$ cat src/rtl/burst_rec_pkg.sv
// Shared types for the burst recorder: the burst state and the response status codes.
package burst_rec_pkg;
    typedef enum logic [1:0] {
        ST_IDLE = 2'd0,
        ST_REC  = 2'd1,
        ST_HOLD = 2'd2
    } burst_state_e;

    typedef enum logic [1:0] {
        RSP_OK          = 2'b00,
        RSP_NOT_WRITTEN = 2'b01,
        RSP_OUT_OF_SPAN = 2'b10
    } rsp_status_e;
endpackage

$ cat src/rtl/burst_addr_gen.sv
// Time-to-offset generator. Counts ticks and word lanes inside a tick, so the
// offset is tick*WORDS_PER_TICK + lane.
// Assumes restart and advance are never both set in the same cycle.
module burst_addr_gen #(
    parameter int WORDS_PER_TICK = 4,
    parameter int OFF_W          = 8
) (
    input  logic             clk,
    input  logic             rst_n,
    input  logic             restart,
    input  logic             advance,
    output logic [OFF_W-1:0] offset
);
    localparam int LANE_W = (WORDS_PER_TICK > 1) ? $clog2(WORDS_PER_TICK) : 1;

    logic [OFF_W-1:0] tick;

    generate
        if (WORDS_PER_TICK > 1) begin : g_lane
            logic [LANE_W-1:0] lane;
            logic              lane_wrap;

            assign lane_wrap = (lane == LANE_W'(WORDS_PER_TICK - 1));

            // Step the lane and carry into the tick at the end of each tick.
            always_ff @(posedge clk) begin
                if (!rst_n || restart) begin
                    lane <= '0;
                    tick <= '0;
                end else if (advance) begin
                    lane <= lane_wrap ? '0 : lane + 1'b1;
                    if (lane_wrap) tick <= tick + 1'b1;
                end
            end

            assign offset = OFF_W'(tick * WORDS_PER_TICK) + OFF_W'(lane);
        end else begin : g_nolane
            // One word per tick: the tick alone is the offset.
            always_ff @(posedge clk) begin
                if (!rst_n || restart) tick <= '0;
                else if (advance)      tick <= tick + 1'b1;
            end

            assign offset = tick;
        end
    endgenerate
endmodule

$ cat src/rtl/burst_fsm.sv
// Burst state machine: IDLE, RECORDING and HOLD. Keeps the burst number, the
// span chosen at start and the length recorded at stop.
// Start has priority over end. The last slot of the span is written before stopping.
module burst_fsm
    import burst_rec_pkg::*;
#(
    parameter int WORDS_PER_TICK = 4,
    parameter int SHORT_TICKS    = 16,
    parameter int LONG_TICKS     = 32,
    parameter int OFF_W          = 8,
    parameter int SEQ_W          = 8
) (
    input  logic             clk,
    input  logic             rst_n,
    input  logic             burst_start,
    input  logic             burst_end,
    input  logic             span_long,
    input  logic [OFF_W-1:0] offset,
    output burst_state_e     state,
    output logic [SEQ_W-1:0] seq,
    output logic [OFF_W-1:0] max_words,
    output logic [OFF_W-1:0] rec_len,
    output logic             rec_slot,
    output logic             advance
);
    localparam logic [OFF_W-1:0] SHORT_WORDS = OFF_W'(SHORT_TICKS * WORDS_PER_TICK);
    localparam logic [OFF_W-1:0] LONG_WORDS  = OFF_W'(LONG_TICKS * WORDS_PER_TICK);

    logic at_last;

    assign at_last  = (offset == max_words - 1'b1);
    assign rec_slot = (state == ST_REC) && !burst_start && !burst_end;
    assign advance  = rec_slot && !at_last;

    // Burst transitions, burst number, span latch and recorded length.
    always_ff @(posedge clk) begin
        if (!rst_n) begin
            state     <= ST_IDLE;
            seq       <= '0;
            max_words <= SHORT_WORDS;
            rec_len   <= '0;
        end else if (burst_start) begin
            state     <= ST_REC;
            seq       <= seq + 1'b1;
            max_words <= span_long ? LONG_WORDS : SHORT_WORDS;
        end else if (state == ST_REC) begin
            if (burst_end) begin
                state   <= ST_HOLD;
                rec_len <= offset;
            end else if (at_last) begin
                state   <= ST_HOLD;
                rec_len <= max_words;
            end
        end
    end
endmodule

$ cat src/rtl/burst_read_engine.sv
// Host read engine. Accepts one request at a time and checks it against the
// span limit. It then issues one word read per free memory slot and registers a response
// beat for each read. Assumes memory read data arrives one cycle after the read.
module burst_read_engine
    import burst_rec_pkg::*;
#(
    parameter int OFF_W = 8,
    parameter int SEQ_W = 8
) (
    input  logic             clk,
    input  logic             rst_n,
    input  logic             req_valid,
    input  logic [OFF_W-1:0] req_off,
    input  logic [OFF_W-1:0] req_len_m1,
    input  logic             slot_free,
    input  logic [OFF_W-1:0] valid_lim,
    input  logic [OFF_W-1:0] span_lim,
    input  logic [SEQ_W-1:0] seq,
    output logic             req_ready,
    output logic             rd_issue,
    output logic [OFF_W-1:0] rd_off,
    output logic             rsp_valid,
    output rsp_status_e      rsp_status,
    output logic             rsp_last,
    output logic [SEQ_W-1:0] rsp_seq
);
    logic             busy;
    logic [OFF_W-1:0] remain;
    logic [OFF_W:0]   req_end;

    assign req_ready = !busy;
    assign rd_issue  = busy && slot_free;
    assign req_end   = {1'b0, req_off} + {1'b0, req_len_m1} + 1'b1;

    // Accept or reject a request, then walk its words and emit one beat per word.
    always_ff @(posedge clk) begin
        if (!rst_n) begin
            busy       <= 1'b0;
            rd_off     <= '0;
            remain     <= '0;
            rsp_valid  <= 1'b0;
            rsp_status <= RSP_OK;
            rsp_last   <= 1'b0;
            rsp_seq    <= '0;
        end else begin
            rsp_valid <= 1'b0;
            rsp_last  <= 1'b0;
            if (rd_issue) begin
                rsp_valid  <= 1'b1;
                rsp_status <= (rd_off < valid_lim) ? RSP_OK : RSP_NOT_WRITTEN;
                rsp_last   <= (remain == '0);
                rsp_seq    <= seq;
                rd_off     <= rd_off + 1'b1;
                remain     <= remain - 1'b1;
                if (remain == '0) busy <= 1'b0;
            end else if (!busy && req_valid) begin
                if (req_end > {1'b0, span_lim}) begin
                    rsp_valid  <= 1'b1;
                    rsp_status <= RSP_OUT_OF_SPAN;
                    rsp_last   <= 1'b1;
                    rsp_seq    <= seq;
                end else begin
                    busy   <= 1'b1;
                    rd_off <= req_off;
                    remain <= req_len_m1;
                end
            end
        end
    end
endmodule

$ cat src/rtl/burst_recorder.sv
// Burst recorder top. Writes each sample at BASE_ADDR plus the time offset since
// start of burst. Serves host reads in slots without a write and returns
// status-tagged beats. Assumes a single-port memory with one-cycle read latency.
module burst_recorder
    import burst_rec_pkg::*;
#(
    parameter int DATA_W         = 16,
    parameter int ADDR_W         = 16,
    parameter int BASE_ADDR      = 256,
    parameter int WORDS_PER_TICK = 4,
    parameter int SHORT_TICKS    = 16,
    parameter int LONG_TICKS     = 32,
    localparam int OFF_W         = $clog2(LONG_TICKS * WORDS_PER_TICK + 1),
    localparam int SEQ_W         = 8
) (
    input  logic              clk,
    input  logic              rst_n,
    input  logic              burst_start,
    input  logic              burst_end,
    input  logic              span_long,
    input  logic              sample_valid,
    input  logic [DATA_W-1:0] sample_data,
    input  logic              req_valid,
    output logic              req_ready,
    input  logic [OFF_W-1:0]  req_off,
    input  logic [OFF_W-1:0]  req_len_m1,
    output logic              rsp_valid,
    output logic [DATA_W-1:0] rsp_data,
    output logic [1:0]        rsp_status,
    output logic [SEQ_W-1:0]  rsp_seq,
    output logic              rsp_last,
    output logic              mem_en,
    output logic              mem_we,
    output logic [ADDR_W-1:0] mem_addr,
    output logic [DATA_W-1:0] mem_wdata,
    input  logic [DATA_W-1:0] mem_rdata
);
    burst_state_e     state;
    rsp_status_e      status_q;
    logic [SEQ_W-1:0] seq;
    logic [OFF_W-1:0] offset, max_words, rec_len, valid_lim, span_lim, rd_off;
    logic             rec_slot, advance, write_en, rd_issue;

    burst_addr_gen #(
        .WORDS_PER_TICK(WORDS_PER_TICK),
        .OFF_W         (OFF_W)
    ) u_addr (
        .clk    (clk),
        .rst_n  (rst_n),
        .restart(burst_start),
        .advance(advance),
        .offset (offset)
    );

    burst_fsm #(
        .WORDS_PER_TICK(WORDS_PER_TICK),
        .SHORT_TICKS   (SHORT_TICKS),
        .LONG_TICKS    (LONG_TICKS),
        .OFF_W         (OFF_W),
        .SEQ_W         (SEQ_W)
    ) u_fsm (
        .clk        (clk),
        .rst_n      (rst_n),
        .burst_start(burst_start),
        .burst_end  (burst_end),
        .span_long  (span_long),
        .offset     (offset),
        .state      (state),
        .seq        (seq),
        .max_words  (max_words),
        .rec_len    (rec_len),
        .rec_slot   (rec_slot),
        .advance    (advance)
    );

    // Valid and span limits the read engine compares against, per burst state.
    always_comb begin
        unique case (state)
            ST_REC: begin
                valid_lim = offset;
                span_lim  = max_words;
            end
            ST_HOLD: begin
                valid_lim = rec_len;
                span_lim  = rec_len;
            end
            default: begin
                valid_lim = '0;
                span_lim  = '0;
            end
        endcase
    end

    assign write_en = rec_slot && sample_valid;

    burst_read_engine #(
        .OFF_W(OFF_W),
        .SEQ_W(SEQ_W)
    ) u_rd (
        .clk       (clk),
        .rst_n     (rst_n),
        .req_valid (req_valid),
        .req_off   (req_off),
        .req_len_m1(req_len_m1),
        .slot_free (!write_en),
        .valid_lim (valid_lim),
        .span_lim  (span_lim),
        .seq       (seq),
        .req_ready (req_ready),
        .rd_issue  (rd_issue),
        .rd_off    (rd_off),
        .rsp_valid (rsp_valid),
        .rsp_status(status_q),
        .rsp_last  (rsp_last),
        .rsp_seq   (rsp_seq)
    );

    assign mem_en     = write_en || rd_issue;
    assign mem_we     = write_en;
    assign mem_addr   = ADDR_W'(BASE_ADDR) + ADDR_W'(write_en ? offset : rd_off);
    assign mem_wdata  = sample_data;
    assign rsp_status = status_q;
    assign rsp_data   = (rsp_valid && status_q == RSP_OK) ? mem_rdata : '0;
endmodule

$ cat config.mk
export PLATFORM = sky130hd
export DESIGN_NAME = burst_recorder
export DESIGN_NICKNAME = d
export VERILOG_FILES = /design/src/rtl/burst_rec_pkg.sv /design/src/rtl/burst_addr_gen.sv /design/src/rtl/burst_fsm.sv /design/src/rtl/burst_read_engine.sv /design/src/rtl/burst_recorder.sv
export SDC_FILE = /design/constraint.sdc
export NUM_CORES = 1
export LEC_CHECK = 0
export BUFFER_PORTS_ARGS = -buffer_cell sky130_fd_sc_hd__clkbuf_2
export CAP_MARGIN = 20
export CORE_ASPECT_RATIO = 1.5
export CORE_MARGIN = 4
export CORE_UTILIZATION = 45
export DETAILED_ROUTE_END_ITERATION = 10
export PLACE_DENSITY = 0.72
export SLEW_MARGIN = 0
export SYNTH_ARGS = -nofsm -noshare
export SYNTH_HDL_FRONTEND = slang
export SYNTH_SLANG_ARGS = --single-unit
$ cat constraint.sdc
create_clock -name clk -period 3.5 [get_ports clk]
set_input_delay 0.175 -clock clk [delete_from_list [all_inputs] [get_ports clk]]
set_output_delay 0.175 -clock clk [all_outputs]
set_load 0.02 [all_outputs]
After elaboration in Yosys (flattened, before gate mapping)

Index checks and enable logic that the tools add are counted.

$add $sub $neg: 10
$lt $le $gt $ge: 2
Equal/unequal tests: 6
Muxes and demuxes: 33
Bitwise operators: 2
Reductions and logical operators: 30

Operator list:

| cell                 | count |
|---|---|
| $mux 8               | 13 |
| $pmux 8 s2           | 2 |
| $add 8x1->8 const B  | 3 |
| $mux 16              | 1 |
| $sub 8x1->8 const B  | 2 |
| $mux 2               | 6 |
| $mux 1               | 11 |
| $add 9x8->10 const A | 1 |
| $reduce_and 2->1     | 5 |
| $add 8x8->9          | 1 |
| $add 9x1->9 const B  | 1 |
| $gt 9x8->1           | 1 |
| $add 8x2->8          | 1 |
| $eq 8x8->1           | 1 |
| $logic_not 8->1      | 1 |
| $lt 8x8->1           | 1 |
| $reduce_bool 2->1    | 4 |
| $logic_and 1x1->1    | 7 |
| $logic_not 1->1      | 6 |
| $reduce_and 3->1     | 2 |
| $eq 2x2->1 const B   | 2 |
| $reduce_bool 3->1    | 1 |
| $add 2x1->2 const B  | 1 |
| $eq 2x1->1 const B   | 1 |
| other kinds (6)      | 8 |

Register bits: 65
Input bits: 55
Output and inout bits: 63
Word-level logic and storage cells: 97

Logic depth before layout (Yosys ltp)

Gate-level depths: netlist of run 1.

Depth in word-level cells: 8
Depth in mapped cells: 16
Depth with buffers taken out: 15

Modules after synthesis

From an unflattened synthesis of run 1, not the netlist that was laid out.

Cell total of the unflattened synthesis: 516
Area, all modules: 4119.0 um^2

Modules (own cells, without submodules):

| module            | instances | cells an instance | area each (um^2) | seq. area each (um^2) |
|---|---|---|---|---|
| burst_read_engine | 1         | 255               | 2092.0           | 580.6 |
| burst_fsm         | 1         | 116               | 991.0            | 400.4 |
| burst_recorder    | 1         | 105               | 676.9            | 0.0 |
| burst_addr_gen    | 1         | 40                | 359.1            | 160.2 |

Least setup slack after synthesis of run 1

Ideal clock, no wire load.

Path type: input to register
Start point: input req_off[0]
End point: register u_rd.rd_off[2]
Library setup time: 0.119 ns
Data arrival time: 2.758 ns
Data required time: 3.381 ns
Path slack: 0.623 ns
Stages on the path: 14
Path buffers: 1
Path through: inv_1 ha_1 fa_1 nand2b_1 a21oi_2 nor2_1 xnor2_1 ha_1 nand3_1 or3_1 o211ai_2 nand3_4 buf_4 o221a_2

Word-level cells in the longest chain between the ends: 5

RTL lines:

| element                    | line                    | RTL |
|---|---|---|
| from (decl)                | burst_recorder.sv:25    | `input logic [OFF_W-1:0] req_off,` |
| $add 8x8->9                | burst_read_engine.sv:33 | `assign req_end = {1'b0, req_off} + {1'b0, req_len_m1} + 1'b1;` |
| $add 9x1->9                | burst_read_engine.sv:33 |  |
| $gt 9x8->1                 | burst_read_engine.sv:57 | `if (req_end > {1'b0, span_lim}) begin` |
| $ne 2x2->1 (no line)       | n/a                     |  |
| $reduce_and 2->1 (no line) | n/a                     |  |
| to (signal assigned)       | burst_read_engine.sv:53 | `rd_off <= rd_off + 1'b1;` |
| to (signal assigned)       | burst_read_engine.sv:64 | `rd_off <= req_off;` |
| to (decl)                  | burst_read_engine.sv:21 | `output logic [OFF_W-1:0] rd_off,` |

No other way between the ends.
A chain may end at the register's enable or synchronous reset.

Worst setup path after layout of run 1

Start point: register u_fsm.state[0]
End point: register u_rd.remain[5]

Word-level cells in the longest chain between the ends: 8
Elaborated cells on any way between the ends: 13
Those cells by class: 1 x order compare; 3 x eq/ne; 2 x mux; 7 x reduce/logical

RTL lines:

| element                                            | line                    | RTL |
|---|---|---|
| from (decl)                                        | burst_fsm.sv:19         | `output burst_state_e state,` |
| from (signal assigned)                             | burst_fsm.sv:38         | `state <= ST_IDLE;` |
| from (signal assigned)                             | burst_fsm.sv:43         | `state <= ST_REC;` |
| from (signal assigned)                             | burst_fsm.sv:48         | `state <= ST_HOLD;` |
| branches (longest 8 deep; another with $gt 9x8->1) | n/a                     |  |
| to (signal assigned)                               | burst_read_engine.sv:54 | `remain <= remain - 1'b1;` |
| to (signal assigned)                               | burst_read_engine.sv:65 | `remain <= req_len_m1;` |
| to (decl)                                          | burst_read_engine.sv:28 | `logic [OFF_W-1:0] remain;` |

Parallel ways; which one is timed is not known.

==> flow_metrics.tcl, run 1 <==
set metrics [dict create \
    clockBufferDepth 2 \
    drt_iter0_drc 188 \
    avgSynthCellArea_sq_um 8.58 \
    yosysWarnings 0 \
    place_area_sq_mm 0.00406 \
    timing.rr.start "u_fsm.state[0]" \
    fp.dieW_microns 82.7 \
    nFillCells 776 \
    worst-path-buf-inv 1 \
    vias 3368 \
    hold_violations 0 \
    cp_data_required_time_ns 3.77 \
    power-per-cell-area_mw_per_mm2 559 \
    clock_sinks 57 \
    crit_fanout 26 \
    drc 0 \
    final_cell_mix "clkbuf_2 (77), dfxtp_1 (57), nand2_1 (42)" \
    drive_above_1_share 0.248 \
    synth.top_cell.area_share 0.303 \
    cts_buffers 9 \
    drv_cap 0 \
    worstReg2RegEnd "u_rd.remain[5]" \
    synth_cell_types 59 \
    io_buffer_count 77 \
    synth_seq_area_share 0.303 \
    post_cts_resized 0 \
    ant_nets 0 \
    timing.hold.ws_ns 0.112 \
    hold_depth 3 \
    postCtsSetupRepairBufs 0 \
    layout_commonest_cell "clkbuf_2" \
    die_y_microns 120 \
    path_common_cell "ha_1" \
    grt_use_total 0.199 \
    final.setup.tns_ns 0 \
    wl_per_cell_microns 15.6 \
    grt_pass1_wl_microns 15200 \
    antenna_found_initial 0 \
    crit_chain "inv_1, ha_1, nor2b_1, nand2_1, ha_1, a211oi_1, o221ai_1, o211ai_2, nand3_4, nand2_2, o221a_2" \
    fin_skew_ns 0.00516 \
    final_nets 583 \
    setup_violations 0 \
    fmax_ghz 0.312 \
    post-route-period-util 0.914 \
    place.gp.congestion 0.868 \
    start_kind "flip-flop" \
    drtPass1Iterations 4 \
    crit_arrival_ns 3.47 \
    leakage_nw 1.88 \
    grt_overflow 0 \
    grt_pass1_vias 3266 \
    synth_cells 439 \
    reg2reg_slack_ns 0.30 \
    root_buffer "clkbuf_16" \
    hold_path.class "in -> reg" \
    syn_area_sq_mm 0.00376 \
    worstHoldStart "span_long" \
    fin_crit_ns 3.20 \
    tightest_slew_ns 1.05 \
    min_to "u_fsm.max_words[7]" \
    rows 40 \
    routed_wl_microns 9450 \
    drv_slew 0 \
    cp_top_family "simple AND/OR/NAND/NOR gates" \
    synth_edf_count 0 \
    worstSkewPairLatency_ns 0.33 \
    start_util 0.464 \
    cts_max_level 3 \
    cts_tree "yes" \
    dp_hpwl_microns 7240 \
    rsz0062_at_grt "no" \
    clk_pin_slew_ns 0.05 \
    synth.ff_latch_count 57 \
    postLayoutCellArea_sq_mm 0.00439 \
    async_flop_share 0 \
    antennaDiodeCount 0 \
    crit_type "reg -> reg" \
    dieArea_sq_mm 0.00992 \
    vdd_drop_max_mv 0.274 \
    cts_hold_buf 0 \
    status "complete, no violations" \
    synthFlopType "dfxtp_1" \
    via_per_inst 5.56 \
    grt_max_degree 28 \
    area_growth_syn_to_layout_pct 16.6 \
    coreArea_sq_mm 0.00811 \
    synthTopCellsByArea "dfxtp_1 (30%), ha_1 (10%), buf_4 (5.6%)" \
    yosysTopAreaCell "dfxtp_1" \
    end_kind "flip-flop" \
    rr_worst_depth 11 \
    slew_headroom 0.300 \
    critical-path-max-stage-delay_ns 0.38 \
    io_pins 118 \
    critPathSlowestCell "ha_1" \
]
layout make-up:
class | instances | area (sq um) | area share
clock buffers | 14 | 264 | 0.0602
clock inverters | 2 | 60.1 | 0.0137
inverters | 17 | 63.8 | 0.0145
multi-input cells | 331 | 2320 | 0.529
flip-flops and latches | 57 | 1140 | 0.260
well taps | 105 | 131 | 0.0299
repair buffers | 80 | 408 | 0.0930
worst max-delay path by stage:
stage | from | to | slack [ns] | cells past startpoint
final | u_fsm.state[0] | u_rd.remain[5] | 0.30 | 11
after floorplan | req_off[0] | u_rd.rd_off[2] | 0.62 | 14
after detailed placement | req_off[1] | u_rd.rd_off[1] | 0.19 | 15
after CTS | u_fsm.state[0] | u_rd.remain[7] | 0.34 | 11
after global routing | u_fsm.state[0] | u_rd.remain[5] | 0.01 | 11
after global placement | req_off[0] | u_rd.rd_off[4] | 0.30 | 15
Yosys cell counts, drive strengths merged (2+ instances only):
master,instances
nor2b,4
o311ai,2
o31ai,2
a41oi,4
xnor2,6
and2,18
conb,2
xor2,12
buf,35
nand2,43
o31a,3
o21ai,23
nor3,4
inv,16
a31oi,10
ha,31
clkbuf,5
o211ai,3
nand2b,8
nor2,33
nand4,7
o221a,9
a22o,6
a211oi,7
or2,2
mux2i,6
a21boi,6
o21a,3
a21oi,22
and3,3
o221ai,2
or3,5
a21o,5
dfxtp,57
mux2,8
nand3,18
flip-flops by register name (all words and copies together), names as in the netlist:
signal,flops
u_addr.tick,6
u_rd.remain,8
u_rd.busy,1
u_rd.rsp_status,2
u_fsm.seq,8
u_rd.rsp_valid,1
u_fsm.state,2
u_rd.rsp_seq,8
u_rd.rd_off,8
u_fsm.max_words,2
u_addr.g_lane.lane,2
u_rd.rsp_last,1
u_fsm.rec_len,8
power by group:
part	switching (mW)	internal (mW)	total, mW
registers	0.0905	0.719	0.810
logic	0.423	0.276	0.698
clock network	0.283	0.661	0.945
tightest hold or removal path, cell delays in order:
cell,delay (ns)
clkbuf_2,0.08
nand2_1,0.07
a21oi_1,0.06
metrics by stage:
step | total power, mW | utilization | cells | worst slack, ns
2_1_floorplan | 1.35 | - | 445 | 0.623
3_3_place_gp | 1.49 | 0.501 | 590 | 0.304
3_5_place_dp | 1.51 | 0.501 | 590 | 0.190
4_1_cts | 2.47 | 0.541 | 606 | 0.341
5_1_grt | 2.58 | 0.541 | 606 | 0.0110
6_report | 2.45 | 0.541 | 606 | 0.299
routing by layer:
metal / global-route usage / wire (microns) / vias to the layer above
li1: - / - / 1659
met5: 0 / 0 / -
met1: 0.220 / 3770 / 1564
met3: 0.0368 / 615 / 27
met4: 0.122 / 337 / 0
met2: 0.339 / 4720 / 118
kinds of logic (layout without fill, tap and decap cells):
logic type | count (synthesis) | after routing | share of synthesized area
compound gates | 110 | 110 | 0.216
xor+xnor | 18 | 18 | 0.0419
fa+ha+maj | 32 | 32 | 0.108
buf+inv | 57 | 113 | 0.0867
flops | 57 | 57 | 0.303
mux | 14 | 14 | 0.0399
other cells | 2 | 8 | 0.00199
simple gates | 149 | 149 | 0.202
(Power assumes the default switching activity.)
==> inputs of run 2 (changes only) <==
--- a/config.mk
+++ b/config.mk
@@ -7,11 +7,13 @@
 export LEC_CHECK = 0
 export BUFFER_PORTS_ARGS = -buffer_cell sky130_fd_sc_hd__clkbuf_2
 export CAP_MARGIN = 20
+export CELL_PAD_IN_SITES_DETAIL_PLACEMENT = 1
+export CELL_PAD_IN_SITES_GLOBAL_PLACEMENT = 1
 export CORE_ASPECT_RATIO = 1.5
 export CORE_MARGIN = 4
-export CORE_UTILIZATION = 45
+export CORE_UTILIZATION = 38
 export DETAILED_ROUTE_END_ITERATION = 10
-export PLACE_DENSITY = 0.72
+export PLACE_DENSITY_LB_ADDON = 0.1
 export SLEW_MARGIN = 0
 export SYNTH_ARGS = -nofsm -noshare
 export SYNTH_HDL_FRONTEND = slang
==> run 2 against run 1 <==
Critical path depth is the same. Setup slack better by 0.079 ns. Cell area decreased by 0.17%. Die area up 17%. Cell count increased by 2.3%. Global-route usage fell by 0.67 points.
==> flow_metrics.tcl, run 2 (synthesis gave the netlist of run 1 again) <==
set metrics [dict create \
    coreArea_sq_mm 0.00969 \
    drv_cap 0 \
    vias 3392 \
    p_switching_uw 846 \
    fmax_ghz 0.320 \
    status "complete, no violations" \
    drc 0 \
    hold_path.class "in -> reg" \
    crit_fanout 26 \
    routed_wl_microns 10900 \
    cts_max_level 3 \
    leakage_nw 1.86 \
    p_comb_frac 0.306 \
    ant_nets 0 \
    via_per_inst 5.47 \
    grt_use_total 0.192 \
    cts_hold_buf 0 \
    dp_hpwl_microns 8440 \
    cts_tree "yes" \
    antenna_found_initial 0 \
    die_y_microns 130 \
    dieArea_sq_mm 0.0116 \
    io_buffer_count 77 \
    rsz0062_at_grt "no" \
    grt_pass1_wl_microns 17100 \
    area_growth_syn_to_layout_pct 16.4 \
    clock_power_share 0.346 \
    vdd_drop_max_mv 0.290 \
    root_buffer "clkbuf_16" \
    io_pins 118 \
    fin_crit_ns 3.12 \
    drtPass1Iterations 4 \
    rows 44 \
    hold_violations 0 \
    antennaDiodeCount 0 \
    clockBufferDepth 2 \
    end_kind "flip-flop" \
    clock_sinks 57 \
    start_util 0.389 \
    grt_pass1_vias 3438 \
    postCtsSetupRepairBufs 0 \
    drv_slew 0 \
    place.gp.congestion 0.813 \
    sw_frac_of_total 0.364 \
    crit_arrival_ns 3.39 \
    slew_headroom 0.546 \
    clk_pin_slew_ns 0.06 \
    crit_type "reg -> reg" \
    drive_above_1_share 0.257 \
    wl_per_cell_microns 17.6 \
    power.internal_mw 1.48 \
    drt_iter0_drc 86 \
    tightest_slew_ns 0.681 \
    grt_max_degree 28 \
    layout_commonest_cell "clkbuf_2" \
    rr_worst_depth 11 \
    p_seq_frac 0.348 \
    start_kind "flip-flop" \
    final_nets 587 \
    cp_data_required_time_ns 3.77 \
    grt_overflow 0 \
    post-route-period-util 0.892 \
    worstSkewPairLatency_ns 0.33 \
    timing.hold.ws_ns 0.107 \
    fp.dieW_microns 89.3 \
    final_cell_mix "clkbuf_2 (77), dfxtp_1 (57), nand2_1 (42)" \
    power-per-cell-area_mw_per_mm2 531 \
    hold_depth 3 \
    cts_buffers 9 \
    fin_skew_ns 0.00615 \
    post_cts_resized 0 \
    final.setup.tns_ns 0 \
    setup_violations 0 \
]
==> run 2: cell count changes in the layout (fill, tap and decap cells not counted), sizes merged <==
cell,change
clkbuf,-4
clkinv,+3
buf,+4
bufinv,-2
clkinvlp,+3
==> run 2: path summary, 6_finish.rpt <==
check,from,to,slack [ns]
worst max register to register,u_fsm.state[0],u_rd.rd_off[3],0.38
worst min register to register,u_rd.rsp_seq[6],u_rd.rsp_seq[6],0.45
worst max-delay path,u_fsm.state[0],u_rd.rd_off[3],0.38
worst min-delay path,span_long,u_fsm.max_words[7],0.11
==> run 2: through the flow <==
stage | setup WS (ns) | total power [mW] | std cells | cell area, sq um | util
2_1_floorplan | 0.623 | 1.35 | 445 | 3790 | -
3_3_place_gp | 0.242 | 1.52 | 604 | 4110 | 0.424
3_5_place_dp | 0.113 | 1.54 | 604 | 4110 | 0.424
4_1_cts | 0.340 | 2.35 | 620 | 4380 | 0.452
5_1_grt | 0.103 | 2.47 | 620 | 4380 | 0.452
6_report | 0.378 | 2.33 | 620 | 4380 | 0.452
==> run 2: metal layers <==
layer	vias to the layer above	wire [microns]	global-route usage
met2	62	5730	0.344
li1	1664	-	-
met3	17	361	0.0354
met5	-	0	0
met1	1649	4590	0.217
met4	0	231	0.0833
==> run 2: critical path: stages, from the launching register on <==
cell and delay (ns):
dfxtp_1 0.35, inv_1 0.05, ha_1 0.30, nor2b_1 0.34
nand2_1 0.15, ha_1 0.31, a211oi_1 0.21, o221ai_1 0.19
o211ai_2 0.30, nand3_4 0.33, nand2_2 0.29, o221a_1 0.22
==> run 2: area by class of cell <==
type	count	area [sq um]
clock buffer	10	229
clock inverter	6	45.0
fill	1189	5310
inverter	17	63.8
multi-input combinational	331	2320
sequential	57	1140
tap	115	144
timing repair buffer	84	438
==> run 2: power by group through the flow <==
stage               Sequential [mW]  Combinational (mW)  Clock [mW]
finish                        0.810               0.712       0.804
global route                  0.819               0.795       0.856
CTS                           0.809               0.723       0.822
detailed placement            0.822               0.720           0
global placement              0.820               0.704           0
floorplan                     0.801               0.550           0
==> inputs of run 3 (changes only) <==
--- a/config.mk
+++ b/config.mk
@@ -13,7 +13,7 @@
 export CORE_MARGIN = 4
 export CORE_UTILIZATION = 38
 export DETAILED_ROUTE_END_ITERATION = 10
-export PLACE_DENSITY_LB_ADDON = 0.1
+export PLACE_DENSITY = 0.81
 export SLEW_MARGIN = 0
 export SYNTH_ARGS = -nofsm -noshare
 export SYNTH_HDL_FRONTEND = slang
==> constraint.sdc (replaced) <==
create_clock -name clk -period 3.5 [get_ports clk]
set_input_delay 0.7 -clock clk [delete_from_list [all_inputs] [get_ports clk]]
set_output_delay 0.7 -clock clk [all_outputs]
set_load 0.02 [all_outputs]
==> run 3 against run 2 <==
Largest power group is now clock. Non-clock buffer count up 19. Cell count grew 3.1%. Critical path depth is 5 higher. Maximum frequency down 6.6%. Sequential cell count unchanged. Die area is the same. Sequential share of layout area shrank 1.3 points. Hold slack gained 0.34 ns. Critical path type is now in -> reg. Largest cell class unchanged. Clock skew increased by 0.00090 ns. First-iteration DRC count is 57% higher. Sequential power shrank 0.5%. Via count grew 3.4%.
==> flow_metrics.tcl, run 3 (synthesis gave the netlist of run 1 again) <==
set metrics [dict create \
    fp.dieW_microns 89.3 \
    nFillCells 1178 \
    io_buffer_count 77 \
    cp_data_required_time_ns 3.77 \
    tightest_slew_ns 0.629 \
    power-per-cell-area_mw_per_mm2 548 \
    final_cell_mix "clkbuf_2 (77), dfxtp_1 (57), nand2_1 (42)" \
    crit_type "in -> reg" \
    fmax_ghz 0.299 \
    antennaDiodeCount 0 \
    rows 44 \
    drc 0 \
    clock_sinks 57 \
    routed_wl_microns 11600 \
    cts_max_level 3 \
    crit_fanout 7 \
    via_per_inst 5.49 \
    post-route-period-util 0.955 \
    final.setup.tns_ns 0 \
    drt_iter0_drc 135 \
    final_nets 606 \
    root_buffer "clkbuf_16" \
    drive_above_1_share 0.298 \
    clk_pin_slew_ns 0.05 \
    place.gp.congestion 0.868 \
    layout_commonest_cell "clkbuf_2" \
    io_pins 118 \
    place_area_sq_mm 0.00423 \
    grt_pass1_vias 3755 \
    status "complete, no violations" \
    hold_violations 0 \
    fin_crit_ns 3.34 \
    wl_per_cell_microns 18.1 \
    end_kind "flip-flop" \
    drtPass1Iterations 4 \
    worst_slack_ns 0.159 \
    vias 3509 \
    cts_tree "yes" \
    coreArea_sq_mm 0.00969 \
    start_util 0.389 \
    grt_use_total 0.203 \
    worstSkewPairLatency_ns 0.33 \
    hold_path.class "reg -> reg" \
    cts_hold_buf 0 \
    grt_max_degree 29 \
    leakage_nw 1.99 \
    post-place-ws_ns -0.336 \
    drv_slew 0 \
    vdd_drop_max_mv 0.429 \
    dp_hpwl_microns 8830 \
    cts_buffers 9 \
    die_y_microns 130 \
    area_growth_syn_to_layout_pct 22.2 \
    slew_headroom 0.577 \
    crit_arrival_ns 3.61 \
    postLayoutCellArea_sq_mm 0.00460 \
    finalPower_mw 2.52 \
    fin_skew_ns 0.00705 \
    dieArea_sq_mm 0.0116 \
    setup_violations 0 \
    clockBufferDepth 2 \
    drv_cap 0 \
    grt_overflow 0 \
    ant_nets 0 \
    start_kind "input pin" \
    grt_pass1_wl_microns 18300 \
    antenna_found_initial 0 \
]
run 3: metal layers:
metal / part of all wire / track usage
met4: 0.039 / 0.0982
met1: 0.37 / 0.213
met2: 0.56 / 0.377
met3: 0.031 / 0.0366
met5: 0 / 0
run 3: area by class of cell:
class	instances	area (sq um)	share of cell area
clock buffers	10	229	0.0498
multi-input cells	331	2360	0.513
clock inverters	6	82.6	0.0179
flip-flops and latches	57	1140	0.248
repair buffers	103	582	0.126
inverters	17	63.8	0.0139
well taps	115	144	0.0313
run 3: through the flow:
stage | instances | hold WS, ns | utilization
3_5_place_dp | 621 | 0.450 | 0.437
6_report | 639 | 0.451 | 0.475
3_3_place_gp | 621 | 0.439 | 0.437
4_1_cts | 637 | 0.458 | 0.470
2_1_floorplan | 445 | 0.442 | -
5_1_grt | 639 | 0.487 | 0.475
run 3: path summary, 6_finish.rpt:
kind | startpoint | end | slack (ns) | cells after the start
hold / removal | u_rd.rsp_seq[6] | u_rd.rsp_seq[6] | 0.45 | 2
setup reg to reg | u_fsm.state[0] | u_rd.remain[2] | 0.37 | 12
hold reg to reg | u_rd.rsp_seq[6] | u_rd.rsp_seq[6] | 0.45 | 2
setup / recovery | req_off[1] | u_rd.remain[2] | 0.16 | 16
run 3: critical path: stages:
cell and delay, ns:
clkbuf_2 0.09, ha_1 0.27, nor2b_1 0.13, o21ai_1 0.20, a21boi_2 0.09, o21ai_1 0.20
a21oi_2 0.08, xor2_1 0.15, ha_1 0.36, nand3_2 0.11, or3_4 0.36, o211ai_4 0.15
nand3_4 0.16, buf_4 0.18, a21oi_1 0.16, o221a_2 0.21
run 3: power by group:
group / switching (mW) / internal, mW / total, mW
logic: 0.471 / 0.321 / 0.792
clock network: 0.307 / 0.618 / 0.925
registers: 0.0879 / 0.718 / 0.806
run 3: repair_timing:
item                                    CTS  global route
hold endpoints to repair                  0             0
pin swaps                                 0             8
setup buffers                             0             1
resized for setup                         1            12
endpoints found under the setup margin    1            26
